## src/rtl/dis_pkg.sv

```systemverilog
`timescale 1ns/1ps
package dis_pkg;

    typedef enum logic [1:0] {
        FU_ADD = 2'd0,
        FU_SHF = 2'd1,
        FU_MUL = 2'd2,
        FU_RSV = 2'd3
    } fu_e;

    typedef enum logic {
        WB_CLEAR    = 1'b0,
        WB_RESERVED = 1'b1
    } port_st_e;

    localparam int MUL_LAT = 2;
    localparam int ALU_LAT = 1;
    localparam int CW      = $clog2(MUL_LAT + 1);

    function automatic fu_e fu_norm(input logic [1:0] code);
        fu_e r;
        unique case (code)
            2'd1:    r = FU_SHF;
            2'd2:    r = FU_MUL;
            default: r = FU_ADD;
        endcase
        return r;
    endfunction

endpackage

```

## src/rtl/dis_scoreboard.sv

```systemverilog
`timescale 1ns/1ps
module dis_scoreboard
    import dis_pkg::*;
#(
    parameter int NREG = 32,
    parameter int AW   = $clog2(NREG)
) (
    input  logic                      clk,
    input  logic                      rst_n,
    input  logic                      set0_en,
    input  logic [AW-1:0]             set0_reg,
    input  logic [CW-1:0]             set0_cnt,
    input  logic                      set1_en,
    input  logic [AW-1:0]             set1_reg,
    input  logic [CW-1:0]             set1_cnt,
    input  logic                      wb0_en,
    input  logic [AW-1:0]             wb0_reg,
    input  logic                      wb1_en,
    input  logic [AW-1:0]             wb1_reg,
    output logic [NREG-1:0]           busy,
    output logic [NREG-1:0][CW-1:0]   remain
);

    for (genvar i = 0; i < NREG; i++) begin : g_ent
        if (i == 0) begin : g_zero
            assign busy[i]   = 1'b0;
            assign remain[i] = '0;
        end else begin : g_reg
            localparam logic [AW-1:0] IDX = AW'(i);
            logic          hit0, hit1, clr;
            logic          busy_q;
            logic [CW-1:0] cnt_q;

            assign hit0 = set0_en && (set0_reg == IDX);
            assign hit1 = set1_en && (set1_reg == IDX);
            assign clr  = (wb0_en && (wb0_reg == IDX)) ||
                          (wb1_en && (wb1_reg == IDX));

            always_ff @(posedge clk or negedge rst_n) begin
                if (!rst_n) begin
                    busy_q <= 1'b0;
                    cnt_q  <= '0;
                end else if (hit0) begin
                    busy_q <= 1'b1;
                    cnt_q  <= set0_cnt;
                end else if (hit1) begin
                    busy_q <= 1'b1;
                    cnt_q  <= set1_cnt;
                end else begin
                    if (clr && (cnt_q == '0))
                        busy_q <= 1'b0;
                    if (cnt_q != '0)
                        cnt_q <= cnt_q - 1'b1;
                end
            end

            assign busy[i]   = busy_q;
            assign remain[i] = cnt_q;
        end
    end

endmodule

```

## src/rtl/dis_slot_check.sv

```systemverilog
`timescale 1ns/1ps
module dis_slot_check
    import dis_pkg::*;
#(
    parameter int NREG = 32,
    parameter int AW   = $clog2(NREG)
) (
    input  fu_e                       unit,
    input  logic [AW-1:0]             dst,
    input  logic [AW-1:0]             src_a,
    input  logic [AW-1:0]             src_b,
    input  logic [NREG-1:0]           busy,
    input  logic [NREG-1:0][CW-1:0]   remain,
    input  logic                      older_en,
    input  logic [AW-1:0]             older_dst,
    input  fu_e                       older_unit,
    output logic                      clear,
    output logic [CW-1:0]             lat_m1
);

    logic [CW-1:0] lat;
    logic          raw_hz, waw_hz, pair_hz;

    always_comb begin
        lat    = (unit == FU_MUL) ? CW'(MUL_LAT) : CW'(ALU_LAT);
        lat_m1 = lat - 1'b1;

        raw_hz = ((src_a != '0) && busy[src_a]) ||
                 ((src_b != '0) && busy[src_b]);

        waw_hz = (dst != '0) && busy[dst] && (remain[dst] >= lat);

        pair_hz = older_en && (
                      (unit == older_unit) ||
                      ((src_a != '0) && (src_a == older_dst)) ||
                      ((src_b != '0) && (src_b == older_dst)) ||
                      ((dst   != '0) && (dst   == older_dst)));

        clear = !raw_hz && !waw_hz && !pair_hz;
    end

endmodule

```

## src/rtl/dis_port_fsm.sv

```systemverilog
`timescale 1ns/1ps
module dis_port_fsm
    import dis_pkg::*;
(
    input  logic clk,
    input  logic rst_n,
    input  logic mul_issued,
    output logic port_reserved
);

    port_st_e state_q, state_d;

    always_ff @(posedge clk or negedge rst_n) begin
        if (!rst_n)
            state_q <= WB_CLEAR;
        else
            state_q <= state_d;
    end

    always_comb begin
        state_d = state_q;
        unique case (state_q)
            WB_CLEAR:    state_d = mul_issued ? WB_RESERVED : WB_CLEAR;
            WB_RESERVED: state_d = mul_issued ? WB_RESERVED : WB_CLEAR;
            default:     state_d = WB_CLEAR;
        endcase
    end

    always_comb begin
        port_reserved = (state_q == WB_RESERVED);
    end

endmodule

```

## src/rtl/dis_issue_ctl.sv

```systemverilog
`timescale 1ns/1ps
module dis_issue_ctl
    import dis_pkg::*;
#(
    parameter int NREG = 32,
    parameter int AW   = $clog2(NREG)
) (
    input  logic            clk,
    input  logic            rst_n,
    input  logic            s0_valid,
    input  logic [1:0]      s0_unit,
    input  logic [AW-1:0]   s0_dst,
    input  logic [AW-1:0]   s0_src_a,
    input  logic [AW-1:0]   s0_src_b,
    input  logic            s1_valid,
    input  logic [1:0]      s1_unit,
    input  logic [AW-1:0]   s1_dst,
    input  logic [AW-1:0]   s1_src_a,
    input  logic [AW-1:0]   s1_src_b,
    input  logic            wb0_valid,
    input  logic [AW-1:0]   wb0_reg,
    input  logic            wb1_valid,
    input  logic [AW-1:0]   wb1_reg,
    output logic [1:0]      issue_cnt,
    output logic [NREG-1:0] reg_busy
);

    fu_e                     u0, u1;
    logic [NREG-1:0]         busy;
    logic [NREG-1:0][CW-1:0] remain;
    logic                    ok0, ok1;
    logic [CW-1:0]           lat0_m1, lat1_m1;
    logic                    port_reserved, port_block;
    logic                    go0, go1, mul_issued;

    assign u0 = fu_norm(s0_unit);
    assign u1 = fu_norm(s1_unit);

    dis_scoreboard #(.NREG(NREG), .AW(AW)) sb_i (
        .clk      (clk),
        .rst_n    (rst_n),
        .set0_en  (go0 && (s0_dst != '0)),
        .set0_reg (s0_dst),
        .set0_cnt (lat0_m1),
        .set1_en  (go1 && (s1_dst != '0)),
        .set1_reg (s1_dst),
        .set1_cnt (lat1_m1),
        .wb0_en   (wb0_valid),
        .wb0_reg  (wb0_reg),
        .wb1_en   (wb1_valid),
        .wb1_reg  (wb1_reg),
        .busy     (busy),
        .remain   (remain)
    );

    dis_slot_check #(.NREG(NREG), .AW(AW)) chk0_i (
        .unit       (u0),
        .dst        (s0_dst),
        .src_a      (s0_src_a),
        .src_b      (s0_src_b),
        .busy       (busy),
        .remain     (remain),
        .older_en   (1'b0),
        .older_dst  ('0),
        .older_unit (FU_ADD),
        .clear      (ok0),
        .lat_m1     (lat0_m1)
    );

    dis_slot_check #(.NREG(NREG), .AW(AW)) chk1_i (
        .unit       (u1),
        .dst        (s1_dst),
        .src_a      (s1_src_a),
        .src_b      (s1_src_b),
        .busy       (busy),
        .remain     (remain),
        .older_en   (1'b1),
        .older_dst  (s0_dst),
        .older_unit (u0),
        .clear      (ok1),
        .lat_m1     (lat1_m1)
    );

    dis_port_fsm port_i (
        .clk           (clk),
        .rst_n         (rst_n),
        .mul_issued    (mul_issued),
        .port_reserved (port_reserved)
    );

    always_comb begin
        port_block = port_reserved && (u0 != FU_MUL) && (u1 != FU_MUL);
        go0        = s0_valid && ok0;
        go1        = go0 && s1_valid && ok1 && !port_block;
        mul_issued = (go0 && (u0 == FU_MUL)) || (go1 && (u1 == FU_MUL));
        issue_cnt  = {go1, go0 && !go1};
    end

    assign reg_busy = busy;

endmodule

```

## config.mk

```make
export PLATFORM = sky130hd
export DESIGN_NAME = dis_issue_ctl
export DESIGN_NICKNAME = d
export VERILOG_FILES = /design/src/rtl/dis_pkg.sv /design/src/rtl/dis_scoreboard.sv /design/src/rtl/dis_slot_check.sv /design/src/rtl/dis_port_fsm.sv /design/src/rtl/dis_issue_ctl.sv
export SDC_FILE = /design/constraint.sdc
export NUM_CORES = 1
export LEC_CHECK = 0
export BUFFER_PORTS_ARGS = -buffer_cell sky130_fd_sc_hd__buf_2
export CAP_MARGIN = 20
export CELL_PAD_IN_SITES_DETAIL_PLACEMENT = 1
export CELL_PAD_IN_SITES_GLOBAL_PLACEMENT = 1
export CORE_ASPECT_RATIO = 2
export CORE_MARGIN = 2
export CORE_UTILIZATION = 48
export DETAILED_ROUTE_END_ITERATION = 10
export PLACE_DENSITY = 0.86
export SYNTH_ARGS = -nofsm -noshare
export SYNTH_HDL_FRONTEND = slang
export SYNTH_SLANG_ARGS = --single-unit
```

## constraint.sdc

```tcl
create_clock -name clk -period 13.3 [get_ports clk]
set_clock_uncertainty 0.05 [all_clocks]
set_input_delay 1.33 -clock clk [delete_from_list [all_inputs] [get_ports clk]]
set_output_delay 1.33 -clock clk [all_outputs]
set_load 0.01 [all_outputs]
```

; Yosys cells after proc, flatten, opt, wreduce, memory -nomap -nowiden
; Cells that the tools add are included.
[word_totals]
rom_bits = 0
output_inout_bits = 34
input_bits = 50
mem_bits_rw = 0
latchBits = 0
n_memories = 0
reg_bits = 94
wordCells = 801
[classes]
bitwise = 0
n_shift = 0
div_mod_pow = 0
n_addsub = 33
n_mux = 207
eq_ne = 136
n_lt_le_gt_ge = 8
multipliers = 0
reduce_logical = 354
[op_table]
columns = cell, n
row1 = $eq A5 B5 Y1 const B, 64
row2 = $mux W2, 97
row3 = $reduce_bool A3 Y1, 62
row4 = $logic_and A1 B1 Y1, 180
row5 = $eq A5 B4 Y1 const B, 32
row6 = $mux W1, 100
row7 = $eq A5 B3 Y1 const B, 16
row8 = $sub A2 B1 Y2 const B, 33
row9 = $logic_not A2 Y1, 31
row10 = $reduce_bool A2 Y1, 31
row11 = $eq A5 B2 Y1 const B, 8
row12 = $logic_or A1 B1 Y1, 37
row13 = $lt A5 B6 Y1 const B, 6
row14 = $bmux W1 S5, 6
row15 = $reduce_bool A5 Y1, 6
row16 = $bmux W2 S5, 2
row17 = $eq A5 B1 Y1 const B, 4
row18 = $eq A5 B5 Y1, 3
row19 = $eq A2 B2 Y1 const B, 4
row20 = $pmux W2 S2, 2
row21 = $logic_not A1 Y1, 7
row22 = $eq A2 B1 Y1 const B, 2
row23 = $ge A2 B2 Y1, 2
row24 = $ne A2 B2 Y1 const B, 2
row25 = $eq A2 B2 Y1, 1

; Depth between registers and ports, before layout
[logic_depth]
ltp_word = 16
depth_mapped = 20
mapped_depth_nobuf = 15

; Cells and area by module
; A second synthesis with hierarchy kept.
[hier_totals]
hier_cells = 1147
area_unflattened_um2 = 10402.5
[modules_own_cells]
columns = mod, cells_per_inst, n_inst, area_each_um2, seq_area_each_um2
row1 = dis_scoreboard, 793, 1, 6842.8, 2327.2
row2 = dis_slot_check, 166, 2, 1700.4, 0.0
row3 = dis_issue_ctl, 21, 1, 133.9, 0.0
row4 = dis_port_fsm, 1, 1, 25.0, 25.0

; Worst setup path after synthesis
; OpenSTA, ideal clock, no wires.
[synth_timing]
path_type = input -> output
start = input port s0_dst[0]
end = output port issue_cnt[1]
path_stages = 17
path_slack_ns = 6.727
required_ns = 11.920
arrival_ns = 5.193
n_path_buf = 6
cell_sequence = buf_2 -> buf_2 -> buf_1 -> clkbuf_1 -> mux4_2 -> mux4_2 -> mux2i_1 -> ha_1 -> nand2b_1 -> a21oi_1 -> a31oi_1 -> nand3_1 -> and4_1 -> clkbuf_1 -> nand3_1 -> inv_1 -> buf_4
[synth_between]
elab_chain_cells = 10
elab_cells_between_ends = 25
classes_between = 1 x order compare / 3 x eq/ne / 4 x mux / 17 x reduce/logical
[synth_rtl]
columns = item, line
row1 = "start, declared", dis_issue_ctl.sv:12  ; input logic [AW-1:0] s0_dst,
row2 = $bmux W2 S5 / $bmux W1 S5 (equally long branches), dis_slot_check.sv:31  ; waw_hz = (dst != '0) && busy[dst] && (remain[dst] >= lat);
row3 = $mux W2 (implied by the code) / $mux W1 (equally long branches), dis_slot_check.sv:31
row4 = $ge A2 B2 Y1 / $logic_and A1 B1 Y1 (equally long branches), dis_slot_check.sv:31
row5 = $logic_and A1 B1 Y1, dis_slot_check.sv:31
row6 = $logic_not A1 Y1, dis_slot_check.sv:39  ; clear = !raw_hz && !waw_hz && !pair_hz;
row7 = $logic_and A1 B1 Y1, dis_slot_check.sv:39
row8 = $logic_and A1 B1 Y1, dis_issue_ctl.sv:93  ; go0 = s0_valid && ok0;
row9 = $logic_and A1 B1 Y1, dis_issue_ctl.sv:94  ; go1 = go0 && s1_valid && ok1 && !port_block;
row10 = $logic_and A1 B1 Y1 (*) (2 in series), dis_issue_ctl.sv:94
row11 = "end, declared", dis_issue_ctl.sv:24  ; output logic [1:0] issue_cnt,
; Every way passes the cells marked *; elsewhere a longest branch is shown, timed or not. The select of a mux whose other input is x is not followed.

; Worst setup path after layout
; Ends and elaborated chain as after synthesis.

==> reports/results.ini <==
[run_status]
outcome=complete, no violations

[worst_setup_path]
path_class=in -> out
worst_setup_path_start_kind=input port
cp_max_fo=33
cp.arrival_ns=5.55
worstSetupEndpointType=output pin
cp_cell_sequence=buf_2 > inv_1 > nand2_1 > o22ai_1 > mux4_2 > mux2i_1 > ha_1 > nand2b_1 > a21oi_1 > a31oi_1 > nand3_1 > and4_1 > nand3_1 > inv_1 > buf_2
crit_path_top_delay_cell=buf_2
critical_path_required_ns=11.92
timing.critical_path.slowest_cell_delay_ns=0.72
critical_path_buf_inv_count=4
cp_top_family=simple AND/OR/NAND/NOR gates

[yosys]
ys.warnings.count=0
synth_seq_cells=94
synth_cell_types=67
avgSynthCellArea_um2=8.865
post_synth_net_total=1143
async_reset_ff_frac=1.000
netlist_instances=1058
synth-seq-area-share=0.2508
postSynth.topFlopCell=dfrtp_1
synth.cell_area_um2=9379
synth_enable_flop_cells=0

[timing]
tightest_slew_ns=1.231
slew_violations=0
post-route-min-period_ns=6.933
final_min_period_over_clock_period=0.5213
setup_total_negative_slack_ns=0
final.hold.worst_slack_ns=0.5232
fmaxAchievable_mhz=144.2
unrepaired_setup_endpoints_after_global_routing=no
relSlewSlack=0.1737
timing_hold_violations_final=0
finalSetupViolations=0

[job]
number_of_max_capacitance_violations_reported=0

[clock_tree]
cts_htree_levels=3
cts-resized-gates=0
number_of_post_cts_setup_repair_buffers=0
cts_root_buf=clkbuf_16
tritoncts=yes
cts-hold-fix-buffers=0
worstSkewPairLatency_ns=0.38
cts_buffers=9
path_clk_slew_ns=0.07
clockBufferDepth=2
clock-sinks=94

[layout]
diodes_inserted=0
final_common_cell=nand2_1
area_growth_from_synthesis_to_layout_pct=5.910
layout.cells.most_common_list=nand2_1 (123), dfrtp_1 (94), buf_2 (82)
layout.nets=1133
multiInputGateArea_um2=6178
drive_above_1_share=0.1956
filler_cell_count=2349
area.sequential_um2=2352

[pwr]
irDropWorstVdd_mv=0.08073
leakage_uw=0.004154
power.density_cell_area_nw_per_um2=219.3

[floorplan]
ios=84
fp.dieW_um=102.8
fp.coreArea_um2=19280
placementRows=72
floorplan.die_area_um2=20740
initial_utilization=0.4865
die-height_um=201.7

[route]
post-route-drc-count=0
dr.pass1.iters=8
drt_iter0_markers=945
dr_total_vias=9672
postRouteAntennaNets=0
routed_wl_um=42010
via_cell_ratio=7.372
wl_per_cell_um=32.02

[placed_design]
weighted_congestion_at_the_end_of_routability_driven_global_placement=1.031
buffer_ports.inserted=82
dp.final_hpwl_um=30430

[global_route]
initial_antenna_violation_count=0
grt_start_max_net_pins=68
via_count_of_the_first_global_routing_pass=10200
overflow=0
grt_first_pass_wirelength_um=62940
globalRouteTotalUtil=0.4223

[worst_hold_path]
hold_path_class=reg -> reg

report_power, final:
group / switching, µW / internal (µW)
logic: 573 / 576
registers: 314 / 437
clock network: 126 / 151
registers in the layout, indices dropped and copies added (netlist names):
signal and flops:
sb_i.g_ent.g_reg.cnt_q 62, port_i.port_reserved 1, sb_i.g_ent.g_reg.busy_q 31
worst paths after layout:
path,start,end,slack (ns),cells past startpoint
setup / recovery,s0_dst[0],issue_cnt[1],6.37,15
hold / removal,sb_i.g_ent[1].g_reg.cnt_q[1]$_DFFE_PN0P_,sb_i.g_ent[1].g_reg.cnt_q[1]$_DFFE_PN0P_,0.52,2
setup reg to reg,sb_i.g_ent[27].g_reg.cnt_q[0]$_DFFE_PN0P_,sb_i.g_ent[8].g_reg.cnt_q[0]$_DFFE_PN0P_,8.32,12
hold reg to reg,sb_i.g_ent[1].g_reg.cnt_q[1]$_DFFE_PN0P_,sb_i.g_ent[1].g_reg.cnt_q[1]$_DFFE_PN0P_,0.52,2
max in group asynchronous,rst_n,sb_i.g_ent[3].g_reg.cnt_q[1]$_DFFE_PN0P_,11.09,2
min in group asynchronous,rst_n,sb_i.g_ent[24].g_reg.cnt_q[1]$_DFFE_PN0P_,0.83,1
worst reg2reg max path, cell delays in order, from the launching register on:
cell      delay (ns)
dfrtp_1         0.48
mux4_2          0.49
mux4_2          0.48
mux2i_1         0.14
ha_1            0.24
nand2b_1        0.14
a21oi_1         0.15
a31oi_1         0.07
nand3_1         0.20
nand4_2         0.63
or4_1           1.17
o31ai_2         0.43
o21ai_0         0.15
synthesized netlist by cell type, types with 16 or more instances:
| cell type | instances | area (µm²) |
|---|---|---|
| and3_1 | 19 | 118.9 |
| nor2b_1 | 20 | 125.1 |
| nand2_1 | 123 | 461.7 |
| nand4_1 | 31 | 193.9 |
| clkbuf_1 | 53 | 198.9 |
| mux2i_1 | 29 | 290.3 |
| dfrtp_1 | 94 | 2352 |
| xnor2_1 | 25 | 219.0 |
| nor2_1 | 48 | 180.2 |
| xor2_1 | 19 | 166.4 |
| nand2b_1 | 16 | 100.1 |
| a21oi_1 | 26 | 130.1 |
| inv_1 | 73 | 274.0 |
| buf_2 | 16 | 80.08 |
| nand3_1 | 45 | 225.2 |
| nor4_1 | 24 | 150.1 |
| mux4_2 | 71 | 1599 |
| buf_4 | 35 | 262.8 |
| a31oi_1 | 30 | 187.7 |
| o21ai_0 | 31 | 155.2 |
| ha_1 | 35 | 437.9 |
| o22ai_1 | 35 | 219.0 |
layer usage:
layer | track usage | vias up | share of wire
met2 | 0.6662 | 728 | 0.48
met5 | 0 | - | 0
met4 | 0.3628 | 0 | 0.12
met1 | 0.4068 | 4676 | 0.29
li1 | - | 3902 | -
met3 | 0.1844 | 366 | 0.11
cells by family after synthesis:
logic type | after synthesis | synth area share
AO/OA/AOI/OAI | 212 | 0.1541
XOR/XNOR | 44 | 0.04109
adder cells (fa/ha/maj) | 35 | 0.04669
buffers and inverters | 189 | 0.09338
flip-flops | 94 | 0.2508
multiplexers | 107 | 0.2098
other | 1 | 0.0003998
AND/OR/NAND/NOR | 376 | 0.2037
cell type report:
type,instances,share of cell area
multi-input combinational,775,0.6220
sequential,94,0.2368
timing repair buffer,94,0.05038
tap,259,0.03262
inverter,74,0.02796
clock buffer,11,0.02444
clock inverter,5,0.005794
through the flow:
stage,utilization,total power [µW],setup WS (ns),cells,cell area [µm²]
after global routing,0.5153,2298,6.023,1312,9933
final,0.5153,2178,6.367,1312,9933
after floorplan,-,1483,6.727,1058,9379
after detailed placement,0.4988,1836,6.517,1295,9615
after global placement,0.4988,1743,6.576,1295,9615
after CTS,0.5143,2119,6.489,1311,9916
(Power assumes the default switching activity.)
